## config.mk

```make
export PLATFORM = sky130hd
export DESIGN_NAME = acc_alu_top
export DESIGN_NICKNAME = d
export VERILOG_FILES = /design/src/rtl/acc_alu_pkg.sv /design/src/rtl/acc_adder.sv /design/src/rtl/acc_flag_unit.sv /design/src/rtl/acc_alu_top.sv
export SDC_FILE = /design/constraint.sdc
export NUM_CORES = 1
export LEC_CHECK = 0
export BUFFER_PORTS_ARGS = -buffer_cell sky130_fd_sc_hd__buf_2
export CAP_MARGIN = 20
export CORE_MARGIN = 5
export CORE_UTILIZATION = 45
export DETAILED_ROUTE_END_ITERATION = 8
export PLACE_DENSITY = 0.78
export SLEW_MARGIN = 20
export SYNTH_ARGS = -nofsm -noshare
export SYNTH_HDL_FRONTEND = slang
export SYNTH_SLANG_ARGS = --single-unit
export TNS_END_PERCENT = 100
```

## constraint.sdc

```tcl
create_clock -name vclk -period 3.2
set_clock_uncertainty 0.05 [all_clocks]
set_input_delay 0.32 -clock vclk [all_inputs]
set_output_delay 0.32 -clock vclk [all_outputs]
set_load 0.02 [all_outputs]
```

## src/rtl/acc_alu_pkg.sv

```systemverilog
package acc_alu_pkg;

  localparam logic [2:0] OP_ADD8  = 3'd0;
  localparam logic [2:0] OP_ADC8  = 3'd1;
  localparam logic [2:0] OP_AND8  = 3'd2;
  localparam logic [2:0] OP_ADD16 = 3'd3;
  localparam logic [2:0] OP_ADC16 = 3'd4;

  localparam int FLAG_W = 8;
  localparam int FB_S   = 7;
  localparam int FB_Z   = 6;
  localparam int FB_H   = 4;
  localparam int FB_PV  = 2;
  localparam int FB_N   = 1;
  localparam int FB_C   = 0;

  // one when the count of set bits is even
  function automatic logic even_ones(input logic [7:0] v);
    return ~^v;
  endfunction

  function automatic logic is_byte_add(input logic [2:0] op);
    return (op == OP_ADD8) || (op == OP_ADC8);
  endfunction

  function automatic logic is_word_add(input logic [2:0] op);
    return (op == OP_ADD16) || (op == OP_ADC16);
  endfunction

  function automatic logic op_known(input logic [2:0] op);
    return op <= OP_ADC16;
  endfunction

endpackage

```

## src/rtl/acc_adder.sv

```systemverilog
module acc_adder #(
  parameter int W = 8
) (
  input  logic [W-1:0] a,
  input  logic [W-1:0] b,
  input  logic         cin,
  output logic [W-1:0] sum,
  output logic         cout,
  output logic         hcarry,
  output logic         ovf
);
  // half-carry is taken from the nibble just below the top nibble
  localparam int LO_W = W - 4;

  logic [LO_W:0] lo_sum;
  logic [W:0]    full_sum;

  always_comb begin
    lo_sum   = {1'b0, a[LO_W-1:0]} + {1'b0, b[LO_W-1:0]} + {{LO_W{1'b0}}, cin};
    full_sum = {1'b0, a} + {1'b0, b} + {{W{1'b0}}, cin};
  end

  assign sum    = full_sum[W-1:0];
  assign cout   = full_sum[W];
  assign hcarry = lo_sum[LO_W];
  assign ovf    = (a[W-1] ~^ b[W-1]) & (full_sum[W-1] ^ a[W-1]);

endmodule

```

## src/rtl/acc_flag_unit.sv

```systemverilog
module acc_flag_unit
  import acc_alu_pkg::*;
#(
  parameter int BYTE_W = 8,
  parameter int WORD_W = 16
) (
  input  logic [2:0]        op,
  input  logic [BYTE_W-1:0] byte_sum,
  input  logic              byte_cy,
  input  logic              byte_hc,
  input  logic              byte_ovf,
  input  logic [BYTE_W-1:0] and_res,
  input  logic [WORD_W-1:0] word_sum,
  input  logic              word_cy,
  input  logic              word_hc,
  input  logic              word_ovf,
  input  logic [FLAG_W-1:0] flags_in,
  output logic [FLAG_W-1:0] flags_out
);

  always_comb begin
    flags_out = flags_in;
    unique case (op)
      OP_ADD8, OP_ADC8: begin
        flags_out[FB_S]  = byte_sum[BYTE_W-1];
        flags_out[FB_Z]  = ~|byte_sum;
        flags_out[FB_H]  = byte_hc;
        flags_out[FB_PV] = byte_ovf;
        flags_out[FB_N]  = 1'b0;
        flags_out[FB_C]  = byte_cy;
      end
      OP_AND8: begin
        flags_out[FB_S]  = and_res[BYTE_W-1];
        flags_out[FB_Z]  = ~|and_res;
        flags_out[FB_H]  = 1'b1;
        flags_out[FB_PV] = ~^and_res;
        flags_out[FB_N]  = 1'b0;
        flags_out[FB_C]  = 1'b0;
      end
      OP_ADD16: begin
        flags_out[FB_H]  = word_hc;
        flags_out[FB_N]  = 1'b0;
        flags_out[FB_C]  = word_cy;
      end
      OP_ADC16: begin
        flags_out[FB_S]  = word_sum[WORD_W-1];
        flags_out[FB_Z]  = ~|word_sum;
        flags_out[FB_H]  = word_hc;
        flags_out[FB_PV] = word_ovf;
        flags_out[FB_N]  = 1'b0;
        flags_out[FB_C]  = word_cy;
      end
      default: flags_out = flags_in;
    endcase
  end

endmodule

```

## src/rtl/acc_alu_top.sv

```systemverilog
module acc_alu_top
  import acc_alu_pkg::*;
#(
  parameter int BYTE_W = 8,
  parameter int WORD_W = 16
) (
  input  logic [2:0]        op_sel,
  input  logic [WORD_W-1:0] opnd_a,
  input  logic [WORD_W-1:0] opnd_b,
  input  logic              carry_in,
  input  logic [7:0]        flags_in,
  output logic [WORD_W-1:0] result,
  output logic [7:0]        flags_out
);
  localparam int PAD_W = WORD_W - BYTE_W;

  // named internal events, observed by the checker
  logic [BYTE_W-1:0] byte_sum;
  logic              byte_cy;
  logic              byte_hc;
  logic              byte_ovf;
  logic [BYTE_W-1:0] and_res;
  logic [WORD_W-1:0] word_sum;
  logic              word_cy;
  logic              word_hc;
  logic              word_ovf;
  logic              byte_cin;
  logic              word_cin;

  assign byte_cin = (op_sel == OP_ADC8)  & carry_in;
  assign word_cin = (op_sel == OP_ADC16) & carry_in;
  assign and_res  = opnd_a[BYTE_W-1:0] & opnd_b[BYTE_W-1:0];

  acc_adder #(.W(BYTE_W)) u_byte_add (
    .a      (opnd_a[BYTE_W-1:0]),
    .b      (opnd_b[BYTE_W-1:0]),
    .cin    (byte_cin),
    .sum    (byte_sum),
    .cout   (byte_cy),
    .hcarry (byte_hc),
    .ovf    (byte_ovf)
  );

  acc_adder #(.W(WORD_W)) u_word_add (
    .a      (opnd_a),
    .b      (opnd_b),
    .cin    (word_cin),
    .sum    (word_sum),
    .cout   (word_cy),
    .hcarry (word_hc),
    .ovf    (word_ovf)
  );

  acc_flag_unit #(.BYTE_W(BYTE_W), .WORD_W(WORD_W)) u_flags (
    .op        (op_sel),
    .byte_sum  (byte_sum),
    .byte_cy   (byte_cy),
    .byte_hc   (byte_hc),
    .byte_ovf  (byte_ovf),
    .and_res   (and_res),
    .word_sum  (word_sum),
    .word_cy   (word_cy),
    .word_hc   (word_hc),
    .word_ovf  (word_ovf),
    .flags_in  (flags_in),
    .flags_out (flags_out)
  );

  always_comb begin
    if (is_byte_add(op_sel))       result = {{PAD_W{1'b0}}, byte_sum};
    else if (op_sel == OP_AND8)    result = {{PAD_W{1'b0}}, and_res};
    else if (is_word_add(op_sel))  result = word_sum;
    else                           result = '0;
  end

endmodule

```

# [Word-level counts from Yosys, hierarchy flattened]
# Cells that the tools add are included.
# W data, S select, Z words.
[word_totals] reg_bits=0 in_bits=44 output_inout_bits=24 wordCells=40
[classes] addsub=8 n_eq_ne=4 n_mux=7 bitwise_logic=9 reduce_logical=12
[op_table] cell="$mux W16" n=3
[op_table] cell="$add A16 B16 Y17" n=1
[op_table] cell="$add A17 B1 Y17" n=1
[op_table] cell="$reduce_or A16 Y1" n=1
[op_table] cell="$reduce_or A8 Y1" n=2
[op_table] cell="$add A12 B12 Y13" n=1
[op_table] cell="$add A13 B1 Y13" n=1
[op_table] cell="$pmux W2 S3" n=2
[op_table] cell="$add A8 B8 Y9" n=1
[op_table] cell="$add A9 B1 Y9" n=1
[op_table] cell="$and A8 B8 Y8" n=1
[op_table] cell="$reduce_xnor A8 Y1" n=1
[op_table] cell="$eq A3 B2 Y1 const B" n=2
[op_table] cell="$pmux W1 S3" n=2
[op_table] cell="$add A4 B4 Y5" n=1
[op_table] cell="$add A5 B1 Y5" n=1
[op_table] cell="$and A1 B1 Y1" n=4
[op_table] cell="$reduce_or A2 Y1" n=2
[op_table] cell="$eq A3 B1 Y1 const B" n=1
[op_table] cell="$eq A3 B3 Y1 const B" n=1
[op_table] cell="$logic_not A1 Y1" n=3
[op_table] cell="$logic_not A3 Y1" n=1
[op_table] cell="$logic_or A1 B1 Y1" n=2
[op_table] cell="$xnor A1 B1 Y1" n=2
[op_table] cell="$xor A1 B1 Y1" n=2

# [Longest topological paths before layout]
# Gate-level depths: netlist of the first run.
[depth] ltp_word=6 depth_mapped=15 mapped_depth_nobuf=14

# [Hierarchy]
# A second synthesis of the first run with hierarchy kept.
[hier_totals] cells_unflattened=268 area_unflattened_um2=1956.9
[by_module_without_submodules] module="acc_adder at u_word_add" instances=1 cells_each=111 area_each_um2=817.0 seq_area_each_um2=0.0
[by_module_without_submodules] module="acc_flag_unit" instances=1 cells_each=60 area_each_um2=436.7 seq_area_each_um2=0.0
[by_module_without_submodules] module="acc_alu_top" instances=1 cells_each=60 area_each_um2=384.1 seq_area_each_um2=0.0
[by_module_without_submodules] module="acc_adder at u_byte_add" instances=1 cells_each=37 area_each_um2=319.1 seq_area_each_um2=0.0

# [Worst setup path before layout of the first run]
# Ideal clock, no wire load.
[synth_path] path_kind="input -> output" start="input port op_sel[0]" end="output port flags_out[6]" arrival_time_ps=3264 t_required_ps=2830 slack_ps=-434 cell_stages=13 path_buffers=1 path_cell_list="clkbuf_1 nand2b_1 nor2_1 and2_1 fa_1 a21o_1 a221oi_4 o21ai_2 a2111oi_2 o21ai_1 xor2_1 nand4b_1 o41ai_2"
[synth_between] elab_chain_len=6 word_cells_on_any_way=14 classes_between="add/sub: 2; eq/ne: 3; mux: 1; bitwise: 2; reduce/logical: 6"
[synth_lines] element="start: declaration" line_no="acc_alu_top.sv:7" rtl="input logic [2:0] op_sel,"
[synth_lines] element="$eq A3 B3 Y1 or $eq A3 B1 Y1 (tied branches)" line_no="acc_flag_unit.sv:23, acc_alu_top.sv:31, acc_alu_top.sv:30"
[synth_lines] element="$and A1 B1 Y1, on equally long branches" line_no="acc_alu_top.sv:31, acc_alu_top.sv:30"
[synth_lines] element="$add A17 B1 Y17 or $add A9 B1 Y9 (tied branches)" line_no="acc_adder.sv:20" rtl="full_sum = {1'b0, a} + {1'b0, b} + {{W{1'b0}}, cin};"
[synth_lines] element="$reduce_or A16 Y1 or $reduce_or A8 Y1 (tied branches)" line_no="acc_flag_unit.sv:47, acc_flag_unit.sv:26"
[synth_lines] element="$logic_not A1 Y1, on equally long branches" line_no="acc_flag_unit.sv:47, acc_flag_unit.sv:26"
[synth_lines] element="$pmux W2 S3 (*)" line_no="acc_flag_unit.sv:23" rtl="unique case (op)"
[synth_lines] element="end: declaration" line_no="acc_alu_top.sv:13" rtl="output logic [7:0] flags_out"
# Every way passes the cells marked *; elsewhere a longest branch is shown, timed or not.

# [Worst setup path after layout of the first run]
# Same ends and word-level chain as after synthesis.

==> results.sh, run 1 <==
export IMPL_final_nets=404
export IMPL_setup_viol=10
export IMPL_ys_warn_count=0
export IMPL_min_delay_start="flags_in[3]"
export IMPL_antenna_left=0
export IMPL_num_rows=22
export IMPL_worstSetupPathType="in -> out"
export IMPL_wl_um=6440
export IMPL_startpoint_type="input port"
export IMPL_drt_drc_violations_left=0
export IMPL_seq_cell_count=0
export IMPL_io_buffers=64
export IMPL_met1_usage=0.280
export IMPL_status="finished with violations"
export IMPL_post_route_min_period_ns=3.49
export IMPL_power_leakage_nw=1.22
export IMPL_fin_util=0.730
export IMPL_grt_pass1_wl_um=9380
export IMPL_hold_path_class="in -> out"
export IMPL_die_area_um2=4970
export IMPL_p_per_area_nw_per_um2=250
export IMPL_slowest_delay_ns=0.35
export IMPL_grt_max_degree=14
export IMPL_startpoint="op_sel[0]"
export IMPL_met2_usage=0.410
export IMPL_dr_pass1_iters=5
export IMPL_drtIter0Drc=209
export IMPL_coreArea_um2=3610
export IMPL_hold_depth=0
export IMPL_cp_max_fo=2
export IMPL_hold_viol=0
export IMPL_avgSynthCellArea_um2=6.92
export IMPL_ys_types=49
export IMPL_failed_checks="negative setup slack"
export IMPL_regArea_um2=0
export IMPL_area_growth_pct=59.8
export IMPL_synthesis_nets=306
export IMPL_viasPerCell=5.87
export IMPL_place_hpwl_um=4510
export IMPL_gp_congestion=0.886
export IMPL_syn_area_um2=1650
export IMPL_whs_endpoint="flags_out[3]"
export IMPL_layout_setup_ws_ns=-0.294
export IMPL_grt_most_used_layer="met2"
export IMPL_path_buf_inv=3
export IMPL_worstPathCellList="buf_8, nand2b_4, nor2_4, and2_4, fa_2, a21o_1, a221oi_4, buf_4, xnor2_1, nor4_2, nand2_1, nor4_2, nand4b_1, o41ai_4, buf_4"
export IMPL_io_pins=68
export IMPL_antenna_found_initial=0
export IMPL_endpoint_kind="output pin"
export IMPL_wl_per_cell_um=16.8
export IMPL_critPathSlowestCell="nor4_2"
export IMPL_nClkBuffers=0
export IMPL_cp_required_ns=2.83
export IMPL_critPathTopFamily="simple AND/OR/NAND/NOR gates"
export IMPL_dr_total_vias=2244
export IMPL_drive_gt1_frac=0.485
export IMPL_gr_usage_all_layers=0.221
export IMPL_ir_worst_vdd_mv=0.121
export IMPL_worstPathArrival_ns=3.12
export IMPL_tns_ns=-1.27
export IMPL_die_y_um=70.5
export IMPL_fmax_ghz=0.286
export IMPL_synth_cells=238
export IMPL_rsz0062_at_grt="yes"
export IMPL_initial_core_util=0.457
export IMPL_synth_seq_area_share=0
export IMPL_tightest_slew_ns=0.993
export IMPL_grt_pass1_vias=2104
export IMPL_slew_violations=0
export IMPL_grt_overflow=0
export IMPL_cap_viol_max_count=0
export IMPL_slew_headroom=0.338
export IMPL_use_met3=0.0173
export IMPL_die_w_um=70.5
export IMPL_antenna_cells=0
export IMPL_fin_crit_sh=1.09
## area by class of cell
| class | count | area (um^2) |
|---|---|---|
| fill | 260 | 973 |
| inverter | 16 | 60.1 |
| multi-input combinational | 207 | 1790 |
| tap | 48 | 60.1 |
| timing repair buffer | 111 | 721 |
## how the worst max path moves through the flow
stage                         endpoint  slack (ns)  cells after the start
after floorplan           flags_out[6]       -0.18                     13
after global placement    flags_out[6]       -0.42                     14
after detailed placement  flags_out[6]       -0.43                     14
after CTS                 flags_out[6]       -0.27                     14
after global routing      flags_out[6]       -0.39                     15
final                     flags_out[6]       -0.29                     15
## synth_stat cells, types with 2 or more instances
library cell	count	area share
o21a_1	3	0.014
nand2b_1	3	0.011
fa_1	4	0.049
o211ai_1	2	0.0091
or3_1	2	0.0076
inv_1	15	0.034
ha_1	20	0.15
a22oi_1	9	0.041
nor4_1	2	0.0076
nand2_1	13	0.030
xor2_1	11	0.058
xnor2_1	14	0.074
nor2b_1	8	0.030
a21o_1	5	0.023
o21ai_0	18	0.055
o22ai_1	11	0.042
a211oi_1	2	0.0091
a41o_1	2	0.012
nand4b_1	2	0.011
clkbuf_1	11	0.025
buf_4	3	0.014
a21oi_1	27	0.082
a31oi_1	2	0.0076
nor2_1	22	0.050
and2_1	3	0.011
## per-layer routing
layer  vias to the layer above  part of all wire  wire [um]
li1                       1065                 -          -
met1                      1048              0.40       2600
met2                       113              0.51       3270
met3                        18             0.063        408
met4                         0             0.024        156
met5                         -                 0          0
## cells by family (layout without fill, tap and decap cells)
| group | count (synthesis) | count (layout) | share of synthesized area |
|---|---|---|---|
| xor+xnor | 25 | 25 | 0.133 |
| compound gates | 93 | 93 | 0.385 |
| fa+ha+maj | 24 | 24 | 0.200 |
| buf+inv | 31 | 127 | 0.0774 |
| simple gates | 65 | 65 | 0.204 |
## cells in the final DEF (no fill, tap or decap), types with 7 or more instances in the layout
cell,instances
buf_2,51
xor2_1,8
nor2_1,21
a22oi_1,7
buf_4,57
o22ai_1,8
ha_1,20
nand2_1,12
o21ai_0,12
inv_1,15
a21oi_1,21
xnor2_1,11
## stage by stage
step | setup slack (ns) | instances | instance area [um^2] | power [mW] | hold WS, ns
2_1_floorplan | -0.178 | 238 | 1700 | 0.344 | 0.703
3_3_place_gp | -0.421 | 374 | 2290 | 0.528 | 0.590
3_5_place_dp | -0.434 | 374 | 2290 | 0.535 | 0.590
4_1_cts | -0.268 | 379 | 2470 | 0.580 | 0.590
5_1_grt | -0.394 | 382 | 2630 | 0.701 | 0.590
6_report | -0.294 | 382 | 2630 | 0.658 | 0.590
## power breakdown
group          internal [mW]  switching [mW]
Sequential                 0               0
Clock                      0               0
Combinational          0.304           0.353
## what timing repair did
item | in CTS | in global routing
resized for setup | 36 | 30
setup buffers | 7 | 3
hold buffers | 0 | 0
pin swaps | 19 | 13
setup endpoints to repair | 12 | 14
Note: power is estimated with default switching activity, not from simulation.
==> inputs of run 2 (changes only) <==
--- a/config.mk
+++ b/config.mk
@@ -10,6 +10,7 @@
 export CORE_MARGIN = 5
 export CORE_UTILIZATION = 45
 export DETAILED_ROUTE_END_ITERATION = 8
+export GPL_TIMING_DRIVEN = 0
 export PLACE_DENSITY = 0.78
 export SLEW_MARGIN = 20
 export SYNTH_ARGS = -nofsm -noshare
==> run 2 against run 1 <==
Compared with the run above:
- critical path depth is the same
- flip-flop and latch count stayed put
- via count decreased by 1.7%
- global-route usage fell by 1.1 points
- the run still ends with negative setup slack left
- cell count decreased by 2.9%
- die area unchanged
- sequential share of layout area unchanged
- critical path type unchanged
- non-clock buffer count decreased by 11
- maximum frequency fell by 0.17%
- worst setup slack got worse by 0.0060 ns
- highest routed layer unchanged
- first-iteration DRC count grew 26%
==> results.sh, run 2 (synthesis gave the netlist of run 1 again) <==
export IMPL_status="finished with violations"
export IMPL_failed_checks="negative setup slack"
export IMPL_nClkBuffers=0
export IMPL_hold_path_class="in -> out"
export IMPL_endpoint_kind="output pin"
export IMPL_dp_cells=350
export IMPL_min_delay_start="flags_in[5]"
export IMPL_antenna_left=0
export IMPL_worstSetupPathType="in -> out"
export IMPL_fmax_ghz=0.286
export IMPL_coreArea_um2=3610
export IMPL_die_w_um=70.5
export IMPL_antenna_found_initial=0
export IMPL_viasPerCell=5.95
export IMPL_hold_viol=0
export IMPL_ir_worst_vdd_mv=0.106
export IMPL_wl_um=6180
export IMPL_grt_overflow=0
export IMPL_die_y_um=70.5
export IMPL_instances_no_fill=371
export IMPL_critPathTopFamily="simple AND/OR/NAND/NOR gates"
export IMPL_area_growth_pct=56.9
export IMPL_io_buffers=64
export IMPL_grt_max_degree=11
export IMPL_dr_total_vias=2206
export IMPL_post_route_min_period_ns=3.50
export IMPL_final_nets=393
export IMPL_whs_endpoint="flags_out[5]"
export IMPL_wl_per_cell_um=16.6
export IMPL_layout_commonest_cell="buf_2"
export IMPL_dp_slack_ns=-0.639
export IMPL_gp_congestion=0.954
export IMPL_slew_headroom=0.230
export IMPL_io_pins=68
export IMPL_antenna_cells=0
export IMPL_initial_core_util=0.457
export IMPL_die_area_um2=4970
export IMPL_rsz0062_at_grt="yes"
export IMPL_path_buf_inv=3
export IMPL_fin_util=0.717
export IMPL_power_leakage_nw=1.16
export IMPL_dr_pass1_iters=6
export IMPL_tightest_slew_ns=1.16
export IMPL_slowest_delay_ns=0.37
export IMPL_drive_gt1_frac=0.467
export IMPL_drt_drc_violations_left=0
export IMPL_gr_usage_all_layers=0.210
export IMPL_drtIter0Drc=264
export IMPL_slew_violations=0
export IMPL_hold_depth=2
export IMPL_hold_slack_ns=0.807
export IMPL_grt_pass1_wl_um=8850
export IMPL_grt_pass1_vias=1909
export IMPL_hold_buffers=0
export IMPL_worstPathCellList="clkbuf_16, nand2b_4, nor2_4, and2_4, fa_2, inv_2, fa_2, xor2_2, nand4b_1, nor4_2, nand2_1, nor4_2, nand4b_1, o41ai_4, buf_4"
export IMPL_critPathSlowestCell="fa_2"
export IMPL_num_rows=22
export IMPL_layout_common_cells="buf_2 (53), buf_4 (27), nor2_1 (20), ha_1 (20), a21oi_1 (19)"
export IMPL_seq_cell_count=0
export IMPL_cp_required_ns=2.83
export IMPL_cp_max_fo=3
export IMPL_fin_crit_sh=1.09
export IMPL_cap_viol_max_count=0
export IMPL_p_per_area_nw_per_um2=243
export IMPL_place_hpwl_um=4120
export IMPL_regArea_um2=0
export IMPL_startpoint_type="input port"
export IMPL_layout_setup_ws_ns=-0.300
export IMPL_worstPathArrival_ns=3.13
export IMPL_setup_viol=9
run 2: cell type report:
| type | instances | area [um^2] |
|---|---|---|
| plain buffers | 15 | 113 |
| fillers | 265 | 1020 |
| inverters | 16 | 60.1 |
| multi-input cells | 207 | 1820 |
| well taps | 48 | 60.1 |
| repair buffers | 85 | 532 |
run 2: through the flow:
| stage | setup TNS (ns) | instance area [um^2] | power, mW |
|---|---|---|---|
| after floorplan | -0.178 | 1700 | 0.344 |
| after global placement | -2.79 | 2080 | 0.459 |
| after detailed placement | -3.04 | 2080 | 0.464 |
| after CTS | -0.616 | 2290 | 0.521 |
| after global routing | -2.33 | 2590 | 0.669 |
| final | -1.01 | 2590 | 0.628 |
run 2: report_power, final:
part	total [mW]	leakage (nW)	internal [mW]	switching (mW)
Combinational	0.628	1.16	0.283	0.345
Clock	0	0	0	0
Sequential	0	0	0	0
Total	0.628	1.16	0.283	0.345
run 2: timing repair:
action | in CTS | in global routing
setup buffers | 11 | 10
pin swaps | 20 | 32
resized for setup | 34 | 53
cloned | 0 | 0
endpoints found under the setup margin | 13 | 12
run 2: worst max path at each step:
| stage | depth (start not counted) | endpoint | slack, ns | from |
|---|---|---|---|---|
| CTS | 14 | flags_out[6] | -0.28 | op_sel[0] |
| global route | 16 | flags_out[6] | -0.48 | op_sel[0] |
| detailed placement | 14 | flags_out[6] | -0.64 | op_sel[0] |
| finish | 15 | flags_out[6] | -0.30 | op_sel[0] |
| global placement | 14 | flags_out[6] | -0.62 | op_sel[0] |
| floorplan | 13 | flags_out[6] | -0.18 | op_sel[0] |
run 2: layer usage:
layer / vias to the layer above / track usage / share of wire
met1: 1013 / 0.286 / 0.40
met3: 20 / 0.0187 / 0.086
met4: 0 / 0.0447 / 0.022
li1: 1038 / - / -
met2: 135 / 0.358 / 0.49
met5: - / 0 / 0
==> inputs of run 3 (changes only) <==
--- a/config.mk
+++ b/config.mk
@@ -5,15 +5,15 @@
 export SDC_FILE = /design/constraint.sdc
 export NUM_CORES = 1
 export LEC_CHECK = 0
+export ABC_AREA = 1
 export BUFFER_PORTS_ARGS = -buffer_cell sky130_fd_sc_hd__buf_2
 export CAP_MARGIN = 20
 export CORE_MARGIN = 5
 export CORE_UTILIZATION = 45
 export DETAILED_ROUTE_END_ITERATION = 8
 export GPL_TIMING_DRIVEN = 0
-export PLACE_DENSITY = 0.78
+export PLACE_DENSITY = 0.76
 export SLEW_MARGIN = 20
 export SYNTH_ARGS = -nofsm -noshare
 export SYNTH_HDL_FRONTEND = slang
 export SYNTH_SLANG_ARGS = --single-unit
-export TNS_END_PERCENT = 100
==> run 3 against run 2 <==
Compared with the run above:
- the flow now finishes without violations
- cell count grew 24%
- hold slack gained 0.0013 ns
- core utilization shrank 15 points
- flip-flop and latch count is the same
- critical path type unchanged
- critical endpoint unchanged
==> results.sh, run 3 <==
export IMPL_grt_pass1_vias=2031
export IMPL_slew_headroom=0.778
export IMPL_place_hpwl_um=4670
export IMPL_gp_congestion=0.900
export IMPL_wl_um=5270
export IMPL_dr_pass1_iters=4
export IMPL_p_per_area_nw_per_um2=210
export IMPL_die_w_um=73.3
export IMPL_hold_depth=2
export IMPL_worstSetupPathType="in -> out"
export IMPL_layout_commonest_cell="nand2_1"
export IMPL_synth_cells=342
export IMPL_synthTopCellsByCount="nand2_1 (116), inv_1 (56), nor2_1 (33), nand3_1 (26), ha_1 (20)"
export IMPL_final_nets=480
export IMPL_slew_violations=0
export IMPL_cp_max_fo=7
export IMPL_startpoint_type="input port"
export IMPL_antenna_cells=0
export IMPL_hold_slack_ns=0.809
export IMPL_hold_buffers=0
export IMPL_post_route_min_period_ns=2.99
export IMPL_grt_overflow=0
export IMPL_seq_cell_count=0
export IMPL_setup_viol=0
export IMPL_fillCellCount=403
export IMPL_ys_types=30
export IMPL_fmax_ghz=0.334
export IMPL_multiInputGateArea_um2=1570
export IMPL_ir_worst_vdd_mv=0.0830
export IMPL_grt_max_degree=11
export IMPL_avgSynthCellArea_um2=5.27
export IMPL_cp_required_ns=2.83
export IMPL_hold_path_class="in -> out"
export IMPL_synth_top_cell_by_area="nand2_1"
export IMPL_endpoint_kind="output pin"
export IMPL_initial_core_util=0.457
export IMPL_p_sw_uw=299
export IMPL_clockPowerShare=0
export IMPL_layout_setup_ws_ns=0.206
export IMPL_antenna_found_initial=0
export IMPL_regArea_um2=0
export IMPL_worstPathArrival_ns=2.62
export IMPL_wl_per_cell_um=11.5
export IMPL_fin_total_pwr_uw=472
export IMPL_gr_usage_all_layers=0.192
export IMPL_internal_power_uw=173
export IMPL_die_area_um2=5370
export IMPL_viasPerCell=4.93
export IMPL_antenna_left=0
export IMPL_rsz0062_at_grt="no"
export IMPL_layout_common_cells="nand2_1 (114), buf_2 (68), inv_1 (55)"
export IMPL_synth_area_top_cells="nand2_1 (24%), ha_1 (14%), inv_1 (12%), nand3_1 (7.2%), nor2_1 (6.9%)"
export IMPL_io_buffers=66
export IMPL_dr_total_vias=2266
export IMPL_combPwrFrac=1.000
export IMPL_grt_pass1_wl_um=8560
export IMPL_fin_crit_sh=0.936
export IMPL_status="finished clean"
export IMPL_coreArea_um2=3940
export IMPL_switching_share=0.634
export IMPL_hold_viol=0
export IMPL_syn_area_um2=1800
export IMPL_synth_seq_area_share=0
export IMPL_io_pins=68
export IMPL_whs_endpoint="flags_out[3]"
export IMPL_area_growth_pct=24.7
export IMPL_yosysTopAreaCellShare=0.241
export IMPL_drtIter0Drc=119
export IMPL_drive_gt1_frac=0.278
export IMPL_dp_slack_ns=-0.247
export IMPL_min_delay_start="flags_in[3]"
export IMPL_ys_warn_count=0
export IMPL_num_rows=23
export IMPL_synthesis_nets=410
export IMPL_power_leakage_nw=1.37
export IMPL_cap_viol_max_count=0
export IMPL_nClkBuffers=0
export IMPL_tightest_slew_ns=0.332
export IMPL_drt_drc_violations_left=0
export IMPL_synth_most_common_cell="nand2_1"
export IMPL_die_y_um=73.3
export IMPL_seq_power_share=0
[run 3: cell types whose count changed in the layout (fill, tap and decap cells not counted), sizes merged, moves of 5 or more]
cell and change:
a21oi -13, xnor2 -11, nor2b -8, nand3 +25, clkbuf -10, buf -17
inv +48, a22oi -9, o22ai -9, o21ai -18, nand2 +120, a21o -5
nor2 +15
[run 3: worst max-delay path by stage]
| stage | endpoint | slack [ns] | start |
|---|---|---|---|
| finish | flags_out[6] | 0.21 | op_sel[2] |
| global route | flags_out[6] | 0.02 | op_sel[2] |
| CTS | flags_out[6] | 0.04 | op_sel[0] |
| global placement | flags_out[6] | -0.18 | op_sel[0] |
| detailed placement | flags_out[6] | -0.25 | op_sel[0] |
| floorplan | flags_out[6] | 0.42 | op_sel[0] |
[run 3: worst max-delay path: stages]
cell	delay (ns)
buf_2	0.13
inv_1	0.09
nand2_4	0.11
nor2_1	0.06
fa_2	0.38
fa_1	0.41
nand3_1	0.13
nand2_2	0.09
a21oi_1	0.16
xor2_1	0.21
nand2_1	0.08
nor2_1	0.11
nor2_1	0.05
a21oi_2	0.12
buf_2	0.17
[run 3: cells by family after synthesis]
logic type	Yosys count	share of synthesized area
AO/OA/AOI/OAI	27	0.0965
XOR/XNOR	11	0.0576
adder cells (fa/ha/maj)	24	0.183
buffers and inverters	68	0.149
AND/OR/NAND/NOR	212	0.514
[run 3: per-layer routing]
metal	GRT usage	up-vias	wire [um]
li1	-	1208	-
met1	0.263	978	2420
met2	0.348	78	2450
met3	0.00958	2	382
met4	0.0121	0	19
met5	0	-	0
[run 3: timing repair]
action	4_1_cts	5_1_grt
buffers inserted	1	1
gates cloned	0	0
resized for setup	5	7
endpoints found under the setup margin	1	1
pin swaps	1	1
[run 3: cell type report]
type | count | share of cell area
Timing Repair Buffer | 68 | 0.154
Tap cell | 50 | 0.0278
Buffer | 5 | 0.0145
Inverter | 63 | 0.105
Multi-Input combinational cell | 274 | 0.699
[run 3: through the flow]
step	cells	instance area (um^2)	utilization	TNS [ns]
global route	460	2250	0.570	0
global placement	458	2200	0.557	-0.179
finish	460	2250	0.570	0
detailed placement	458	2200	0.557	-0.247
floorplan	342	1800	-	0
CTS	459	2220	0.563	0
[run 3: power by group through the flow]
| stage | sequential (mW) | clock [mW] | combinational, mW |
|---|---|---|---|
| floorplan | 0 | 0 | 0.333 |
| global placement | 0 | 0 | 0.455 |
| detailed placement | 0 | 0 | 0.461 |
| CTS | 0 | 0 | 0.466 |
| global route | 0 | 0 | 0.528 |
| finish | 0 | 0 | 0.472 |
